`src/rtl/pwmaq_pkg.sv`:
```
package pwmaq_pkg;

  localparam int NUM_CH  = 2;
  localparam int NUM_EVT = 4;

  // field positions that the bus map exposes
  localparam int F_ZERO = 0;
  localparam int F_PRD  = 2;
  localparam int F_CMPA = 4;
  localparam int F_CMPB = 8;
  localparam int F_MODE = 6;

  typedef enum logic [1:0] {
    ACT_KEEP   = 2'b00,
    ACT_LOW    = 2'b01,
    ACT_HIGH   = 2'b10,
    ACT_INVERT = 2'b11
  } act_e;

  typedef enum logic [1:0] {
    RLD_ZERO   = 2'b00,
    RLD_PERIOD = 2'b01,
    RLD_EITHER = 2'b10,
    RLD_NOW    = 2'b11
  } rld_e;

  // bit 0 lowest priority, top bit highest
  typedef struct packed {
    logic cmpb_up;
    logic cmpa_up;
    logic period;
    logic zero;
  } evt_t;

  typedef struct packed {
    act_e cmpb_up;
    act_e cmpa_up;
    act_e period;
    act_e zero;
  } act_tbl_t;

endpackage

```
`src/rtl/pwmaq_regs.sv`:
```
module pwmaq_regs
  import pwmaq_pkg::*;
#(
  parameter int DATA_W = 16,
  parameter int ADDR_W = 2
) (
  input  logic                     clk,
  input  logic                     rst_n,
  input  logic                     bus_wr,
  input  logic [ADDR_W-1:0]        bus_addr,
  input  logic [DATA_W-1:0]        bus_wdata,
  output logic [DATA_W-1:0]        bus_rdata,
  output act_tbl_t [NUM_CH-1:0]    tbl_o,
  output rld_e                     mode_o,
  output logic [2*NUM_CH-1:0]      frc_shadow_o
);

  localparam logic [ADDR_W-1:0] MODE_ADDR = ADDR_W'(NUM_CH);
  localparam logic [ADDR_W-1:0] FRC_ADDR  = ADDR_W'(NUM_CH + 1);
  localparam logic [DATA_W-1:0] TBL_MASK  = DATA_W'((3 << F_CMPB) | (3 << F_CMPA) |
                                                    (3 << F_PRD) | (3 << F_ZERO));
  localparam logic [DATA_W-1:0] MODE_MASK = DATA_W'(3 << F_MODE);
  localparam logic [DATA_W-1:0] FRC_MASK  = DATA_W'((1 << (2 * NUM_CH)) - 1);

  logic [DATA_W-1:0] tbl_q [NUM_CH];
  logic [DATA_W-1:0] mode_q;
  logic [DATA_W-1:0] frc_q;

  for (genvar ch = 0; ch < NUM_CH; ch++) begin : g_tbl
    always_ff @(posedge clk or negedge rst_n) begin
      if (!rst_n)
        tbl_q[ch] <= '0;
      else if (bus_wr && bus_addr == ADDR_W'(ch))
        tbl_q[ch] <= bus_wdata & TBL_MASK;
    end

    assign tbl_o[ch].zero    = act_e'(tbl_q[ch][F_ZERO +: 2]);
    assign tbl_o[ch].period  = act_e'(tbl_q[ch][F_PRD  +: 2]);
    assign tbl_o[ch].cmpa_up = act_e'(tbl_q[ch][F_CMPA +: 2]);
    assign tbl_o[ch].cmpb_up = act_e'(tbl_q[ch][F_CMPB +: 2]);
  end

  always_ff @(posedge clk or negedge rst_n) begin
    if (!rst_n) begin
      mode_q <= '0;
      frc_q  <= '0;
    end else if (bus_wr) begin
      if (bus_addr == MODE_ADDR) mode_q <= bus_wdata & MODE_MASK;
      if (bus_addr == FRC_ADDR)  frc_q  <= bus_wdata & FRC_MASK;
    end
  end

  assign mode_o       = rld_e'(mode_q[F_MODE +: 2]);
  assign frc_shadow_o = frc_q[2*NUM_CH-1:0];

  always_comb begin
    bus_rdata = '0;
    for (int ch = 0; ch < NUM_CH; ch++)
      if (bus_addr == ADDR_W'(ch)) bus_rdata = tbl_q[ch];
    if (bus_addr == MODE_ADDR) bus_rdata = mode_q;
    if (bus_addr == FRC_ADDR)  bus_rdata = frc_q;
  end


  mode_write_chk: assert property (@(posedge clk) disable iff (!rst_n)
    (bus_wr && bus_addr == MODE_ADDR) |=> (mode_o == rld_e'($past(bus_wdata[F_MODE +: 2]))));


  frc_write_chk: assert property (@(posedge clk) disable iff (!rst_n)
    (bus_wr && bus_addr == FRC_ADDR) |=> (frc_shadow_o == $past(bus_wdata[2*NUM_CH-1:0])));

endmodule

```
`src/rtl/pwmaq_force.sv`:
```
module pwmaq_force
  import pwmaq_pkg::*;
(
  input  logic                clk,
  input  logic                rst_n,
  input  logic                tick_i,
  input  evt_t                ev_i,
  input  rld_e                mode_i,
  input  logic [2*NUM_CH-1:0] shadow_i,
  output logic [2*NUM_CH-1:0] eff_o
);

  logic [2*NUM_CH-1:0] active_q;
  logic                evt_match;
  logic                reload_now;

  always_comb begin
    unique case (mode_i)
      RLD_ZERO:   evt_match = ev_i.zero;
      RLD_PERIOD: evt_match = ev_i.period;
      RLD_EITHER: evt_match = ev_i.zero | ev_i.period;
      default:    evt_match = 1'b1;
    endcase
  end

  assign reload_now = (mode_i == RLD_NOW) || (tick_i && evt_match);
  assign eff_o      = reload_now ? shadow_i : active_q;

  always_ff @(posedge clk or negedge rst_n) begin
    if (!rst_n)
      active_q <= '0;
    else if (reload_now)
      active_q <= shadow_i;
  end


  no_reload_idle_chk: assert property (@(posedge clk) disable iff (!rst_n)
    (mode_i != RLD_NOW && !tick_i) |=> $stable(active_q));


  immediate_track_chk: assert property (@(posedge clk) disable iff (!rst_n)
    (mode_i == RLD_NOW) |=> (active_q == $past(shadow_i)));

endmodule

```
`src/rtl/pwmaq_chan.sv`:
```
module pwmaq_chan
  import pwmaq_pkg::*;
(
  input  logic     clk,
  input  logic     rst_n,
  input  logic     tick_i,
  input  evt_t     ev_i,
  input  act_tbl_t tbl_i,
  input  logic [1:0] frc_i,
  output logic     pwm_o
);

  logic [NUM_EVT-1:0]      ev_v;
  logic [NUM_EVT-1:0][1:0] tbl_v;
  act_e                    sel;
  logic                    pwm_q;
  logic                    pwm_d;

  assign ev_v  = ev_i;
  assign tbl_v = tbl_i;

  // later index carries higher priority and overwrites earlier winners
  always_comb begin
    sel = ACT_KEEP;
    for (int i = 0; i < NUM_EVT; i++)
      if (ev_v[i] && tbl_v[i] != 2'b00) sel = act_e'(tbl_v[i]);
  end

  always_comb begin
    unique case (frc_i)
      2'b01:   pwm_d = 1'b0;
      2'b10:   pwm_d = 1'b1;
      default: begin
        unique case (sel)
          ACT_LOW:    pwm_d = 1'b0;
          ACT_HIGH:   pwm_d = 1'b1;
          ACT_INVERT: pwm_d = ~pwm_q;
          default:    pwm_d = pwm_q;
        endcase
      end
    endcase
  end

  always_ff @(posedge clk or negedge rst_n) begin
    if (!rst_n)
      pwm_q <= 1'b0;
    else if (tick_i)
      pwm_q <= pwm_d;
  end

  assign pwm_o = pwm_q;


  hold_without_tick_chk: assert property (@(posedge clk) disable iff (!rst_n)
    !tick_i |=> $stable(pwm_q));


  force_low_chk: assert property (@(posedge clk) disable iff (!rst_n)
    (tick_i && frc_i == 2'b01) |=> !pwm_q);


  force_high_chk: assert property (@(posedge clk) disable iff (!rst_n)
    (tick_i && frc_i == 2'b10) |=> pwm_q);


  cmpb_wins_chk: assert property (@(posedge clk) disable iff (!rst_n)
    (tick_i && frc_i[0] == frc_i[1] && ev_i.cmpb_up && tbl_i.cmpb_up == ACT_HIGH) |=> pwm_q);


  invert_chk: assert property (@(posedge clk) disable iff (!rst_n)
    (tick_i && frc_i[0] == frc_i[1] && ev_i == 4'b0001 && tbl_i.zero == ACT_INVERT)
      |=> (pwm_q != $past(pwm_q)));

endmodule

```
`src/rtl/pwm_action_qual.sv`:
```
module pwm_action_qual
  import pwmaq_pkg::*;
#(
  parameter int DATA_W = 16,
  parameter int ADDR_W = 2
) (
  input  logic              clk,
  input  logic              rst_n,
  input  logic              tb_tick,
  input  logic              ev_zero,
  input  logic              ev_period,
  input  logic              ev_cmpa_up,
  input  logic              ev_cmpb_up,
  input  logic              bus_wr,
  input  logic [ADDR_W-1:0] bus_addr,
  input  logic [DATA_W-1:0] bus_wdata,
  output logic [DATA_W-1:0] bus_rdata,
  output logic              pwm_a,
  output logic              pwm_b
);

  evt_t                  ev;
  act_tbl_t [NUM_CH-1:0] tbl;
  rld_e                  mode;
  logic [2*NUM_CH-1:0]   frc_shadow;
  logic [2*NUM_CH-1:0]   frc_eff;
  logic [NUM_CH-1:0]     pwm;

  assign ev.zero    = ev_zero;
  assign ev.period  = ev_period;
  assign ev.cmpa_up = ev_cmpa_up;
  assign ev.cmpb_up = ev_cmpb_up;

  pwmaq_regs #(.DATA_W(DATA_W), .ADDR_W(ADDR_W)) regs_i (
    .clk          (clk),
    .rst_n        (rst_n),
    .bus_wr       (bus_wr),
    .bus_addr     (bus_addr),
    .bus_wdata    (bus_wdata),
    .bus_rdata    (bus_rdata),
    .tbl_o        (tbl),
    .mode_o       (mode),
    .frc_shadow_o (frc_shadow)
  );

  pwmaq_force force_i (
    .clk      (clk),
    .rst_n    (rst_n),
    .tick_i   (tb_tick),
    .ev_i     (ev),
    .mode_i   (mode),
    .shadow_i (frc_shadow),
    .eff_o    (frc_eff)
  );

  for (genvar ch = 0; ch < NUM_CH; ch++) begin : g_ch
    pwmaq_chan chan_i (
      .clk    (clk),
      .rst_n  (rst_n),
      .tick_i (tb_tick),
      .ev_i   (ev),
      .tbl_i  (tbl[ch]),
      .frc_i  (frc_eff[2*ch +: 2]),
      .pwm_o  (pwm[ch])
    );
  end

  assign pwm_a = pwm[0];
  assign pwm_b = pwm[1];

endmodule

```
`config.mk`:
```
export PLATFORM = sky130hd
export DESIGN_NAME = pwm_action_qual
export DESIGN_NICKNAME = d
export VERILOG_FILES = /design/src/rtl/pwmaq_pkg.sv /design/src/rtl/pwmaq_regs.sv /design/src/rtl/pwmaq_force.sv /design/src/rtl/pwmaq_chan.sv /design/src/rtl/pwm_action_qual.sv
export SDC_FILE = /design/constraint.sdc
export NUM_CORES = 1
export LEC_CHECK = 0
export BUFFER_PORTS_ARGS = -buffer_cell sky130_fd_sc_hd__buf_2
export CAP_MARGIN = 15
export CORE_MARGIN = 2
export CORE_UTILIZATION = 52
export DETAILED_ROUTE_END_ITERATION = 6
export GPL_TIMING_DRIVEN = 0
export PLACE_DENSITY = 0.75
export SLEW_MARGIN = 40
export SYNTH_ARGS = -nofsm -noshare
export SYNTH_HDL_FRONTEND = slang
export SYNTH_HIERARCHICAL = 1
export SYNTH_SLANG_ARGS = --single-unit
export TNS_END_PERCENT = 50
```
`constraint.sdc`:
```
create_clock -name clk -period 2.73 [get_ports clk]
set_clock_uncertainty 0.05 [all_clocks]
set_input_delay 0.546 -clock clk [delete_from_list [all_inputs] [get_ports clk]]
set_output_delay 0.546 -clock clk [all_outputs]
set_load 0.02 [all_outputs]
```
==> summary by stage <==
Routing
The number of iterations in the first detailed-routing pass is 4. The via count is 1250. After detailed routing, the number of vias per cell comes to 5.365. The total DRC errors in the routed layout is 0.

After detailed routing, the average wire length per cell comes to 14.12 um. The number of nets with antenna violations after detailed routing is 0. The final layout contains routed wiring with a total length of 3291 um.

The first routing iteration left 57 violations.

Critical path
The arrival time of data at the critical path endpoint is 1.66 ns. The endpoint class of the critical path is an output pin. The critical path is of the in2out type. Of all nets on the critical path, the largest fanout is 10.

For the worst setup path, the data required time is 2.13 ns. The worst setup path is launched from an input port.

Yosys
The synthesized flop and latch total is 28. The synthesized netlist cell count is 152. For this run, the register share of the synthesized area comes to 42.46%.

The Yosys step of the flow raised 6 warnings. The number of enable flip-flop cells after synthesis is 0. The number of distinct library cells after synthesis is 29. The netlist area before placement is 1650 sq um.

The most used flip-flop cell after synthesis is sky130_fd_sc_hd__dfrtp_1. The average cell area after synthesis is 10.86 sq um. The post-synthesis async set-or-reset flop share is 100.0%.

Power
The analysis attributes to net switching a power of 0.4611 mW. The leakage power is 0.9147 nW. Net switching is 36.04% of the power.

The combinational share of power is 41.5%. The design draws 1.279 mW. The internal power is 0.8184 mW.

The worst IR drop on VDD is 0.3374 mV. In this run the power density over the cells is 676.3 nW/um^2. The part of the power in the clock network is 12.6%.

The portion of total power attributed to sequential cells is 46.0%.

Clock tree
The clock tree from TritonCTS is done. For this design, the sink count on the clock tree is 28. The number of buffers added for setup after CTS is 0.

Clock tree synthesis inserted a total of 3 buffers. In this run, post-CTS hold repair placed 0 buffers. After clock tree synthesis, the clock-pin slew on the worst setup and hold paths is 0.14 ns. Post-CTS repair changed the size of 0 cells. CTS placed an instance of sky130_fd_sc_hd__clkbuf_4 at the clock tree root. The depth of the CTS H-tree is 1. Counting along the longest clock path gives a buffer depth of 2. The clock reaches the later pin of the worst-skew pair after 0.31 ns.

Timing
Setup violations remaining at the end of the flow were counted as 0. The number of hold violations in the final report is 0. Setup repair after global routing left no endpoint under its margin. For the finished layout, the period the worst path requires is 2.260 ns. The count of pins over their slew limit came to 0. The highest clock frequency the design can meet is 442.5 MHz. Hold timing on the final database bottoms out at a slack of 0.1716 ns. The max-slew headroom at the worst pin is 59.45%. The final clock period utilization by the worst path is 82.78%. The measured slew at the worst slew-check pin is 0.6082 ns.

The setup TNS is 0 ns. The final critical-path setup slack is 0.4700 ns.

Finish
The count of placed standard cells in the final layout, fillers left out is 233. Relative to the synthesized area, the layout overhead comes to 14.63%. The library cell used most frequently in the layout, excluding fill and tap cells, is sky130_fd_sc_hd__buf_2. The number of nets in the finished design is 221. The final antenna diode count is 0. In the final layout, the share of cells above drive strength 1 is 39.15%. The library cells used most frequently in the layout, excluding fill and tap cells, are sky130_fd_sc_hd__buf_2, sky130_fd_sc_hd__dfrtp_1, sky130_fd_sc_hd__mux2_2, sky130_fd_sc_hd__nand2_1, sky130_fd_sc_hd__nor2_1. For this run, the share of the core covered by cells in the final layout is 62.48%. The final standard cell area without fillers is 1892 sq um.

Placed design
The worst setup timing slack at the placement stage is 0.2699 ns. At the end of routability-driven placement, the weighted congestion stood at 0.8292. The number of cells after detailed placement is 230. The placed instances occupy a cell area of 1869 sq um. The count of buffers inserted at the top-level ports is 29. The placed wire-length estimate after detailed placement is 2612 um.

Floorplanning
The total core area is 3028 sq um. Once the floorplan was initialized, standard cells occupied 54.50% of the core. The chip height is 60.34 um. The count of standard-cell rows is 20. In this run the horizontal extent of the chip is 60.34 um.

The die covers 3640 sq um. The top-level I/O count is 44.

GRT
Across every metal layer, demand over resource in global routing totals 20.51%. The initial antenna violation count is 0. The first-pass GRT wire length is 5520 um. The maximum number of pins on one net before global-route repair is 29. The number of global-route vias before repair is 1205. The global-route congestion overflow total is 0.

Worst hold path
The min-delay analysis places its worst path in the category in2async.

Status
The run finished with clean final reports.

Job
The tool flagged a number of max-cap violations equal to 0.
cell usage after synthesis (2+ instances only):
master	n	area, sq um
sky130_fd_sc_hd__a21oi_2	2	17.52
sky130_fd_sc_hd__nor2_1	11	41.29
sky130_fd_sc_hd__ha_1	4	50.05
sky130_fd_sc_hd__nand2b_1	2	12.51
sky130_fd_sc_hd__a32o_1	2	20.02
sky130_fd_sc_hd__o21ai_1	2	10.01
sky130_fd_sc_hd__mux2i_1	6	60.06
sky130_fd_sc_hd__o21ai_0	4	20.02
sky130_fd_sc_hd__buf_4	6	45.04
sky130_fd_sc_hd__mux2_2	26	292.8
sky130_fd_sc_hd__a2bb2oi_1	2	17.52
sky130_fd_sc_hd__buf_2	3	15.01
sky130_fd_sc_hd__a22o_1	4	35.03
sky130_fd_sc_hd__nand3b_1	3	22.52
sky130_fd_sc_hd__inv_1	6	22.52
sky130_fd_sc_hd__nand2_2	2	12.51
sky130_fd_sc_hd__o2111ai_1	2	17.52
sky130_fd_sc_hd__nand2_1	15	56.30
sky130_fd_sc_hd__o22ai_1	2	12.51
sky130_fd_sc_hd__nand3_1	3	15.01
sky130_fd_sc_hd__a21oi_1	4	20.02
sky130_fd_sc_hd__dfrtp_1	28	700.7
sky130_fd_sc_hd__and3b_1	2	17.52
sky130_fd_sc_hd__mux2_1	6	67.56
final timing paths:
| kind | slack [ns] | startpoint | end | depth (start not counted) |
|---|---|---|---|---|
| setup / recovery | 0.47 | bus_addr[1] | bus_rdata[2] | 5 |
| hold / removal | 0.17 | rst_n | regs_i/tbl_o[8]$_DFFE_PN0P_ | 1 |
| max in group asynchronous | 2.06 | rst_n | regs_i/tbl_o[2]$_DFFE_PN0P_ | 1 |
| hold reg to reg | 0.48 | force_i/active_q[3]$_DFF_PN0_ | force_i/active_q[3]$_DFF_PN0_ | 1 |
| min in group clk | 0.41 | bus_wdata[6] | regs_i/mode_q[6]$_DFFE_PN0P_ | 2 |
| setup reg to reg | 0.48 | regs_i/mode_q[6]$_DFFE_PN0P_ | g_ch[1].chan_i/pwm_o$_DFFE_PN0P_ | 9 |
layer usage:
metal | vias to the layer above | track usage (%) | part of all wire (%)
met5 | - | 0 | 0
li1 | 613 | - | -
met1 | 594 | 27.17 | 44
met4 | 0 | 6.667 | 0.64
met2 | 41 | 35.40 | 49
met3 | 2 | 2.132 | 6.0
registers in the layout, indices dropped and copies added (netlist names):
signal,count
force_i/active_q,4
g_ch.chan_i/pwm_o,2
regs_i/frc_q,4
regs_i/mode_q,2
regs_i/tbl_o,16
power groups by stage:
stage / Sequential (mW) / Clock, mW / Combinational (mW)
2_1_floorplan: 0.586 / 0 / 0.402
3_3_place_gp: 0.593 / 0 / 0.509
3_5_place_dp: 0.599 / 0 / 0.529
4_1_cts: 0.589 / 0.174 / 0.533
5_1_grt: 0.604 / 0.193 / 0.592
6_report: 0.588 / 0.161 / 0.531
kinds of logic after synthesis:
family	after synthesis	share of synthesized area (%)
buffers and inverters	16	5.230
adder cells (fa/ha/maj)	4	3.033
AND/OR/NAND/NOR	40	12.51
multiplexers	38	25.47
flip-flops	28	42.46
AO/OA/AOI/OAI	25	11.07
other	1	0.2272
worst max-delay path: stages:
cell                     delay (ns)
sky130_fd_sc_hd__buf_2         0.17
sky130_fd_sc_hd__buf_2         0.26
sky130_fd_sc_hd__mux2_2        0.36
sky130_fd_sc_hd__a22o_1        0.18
sky130_fd_sc_hd__buf_2         0.15
area by class of cell:
type                    instances  area (sq um)
fillers                       259          1136
multi-input cells             113         882.1
flip-flops and latches         28         700.7
repair buffers                 29         145.1
plain buffers                  10         63.81
well taps                      44         55.05
clock buffers                   3         22.52
inverters                       6         22.52
No activity file was read; power rests on OpenSTA's default activity.
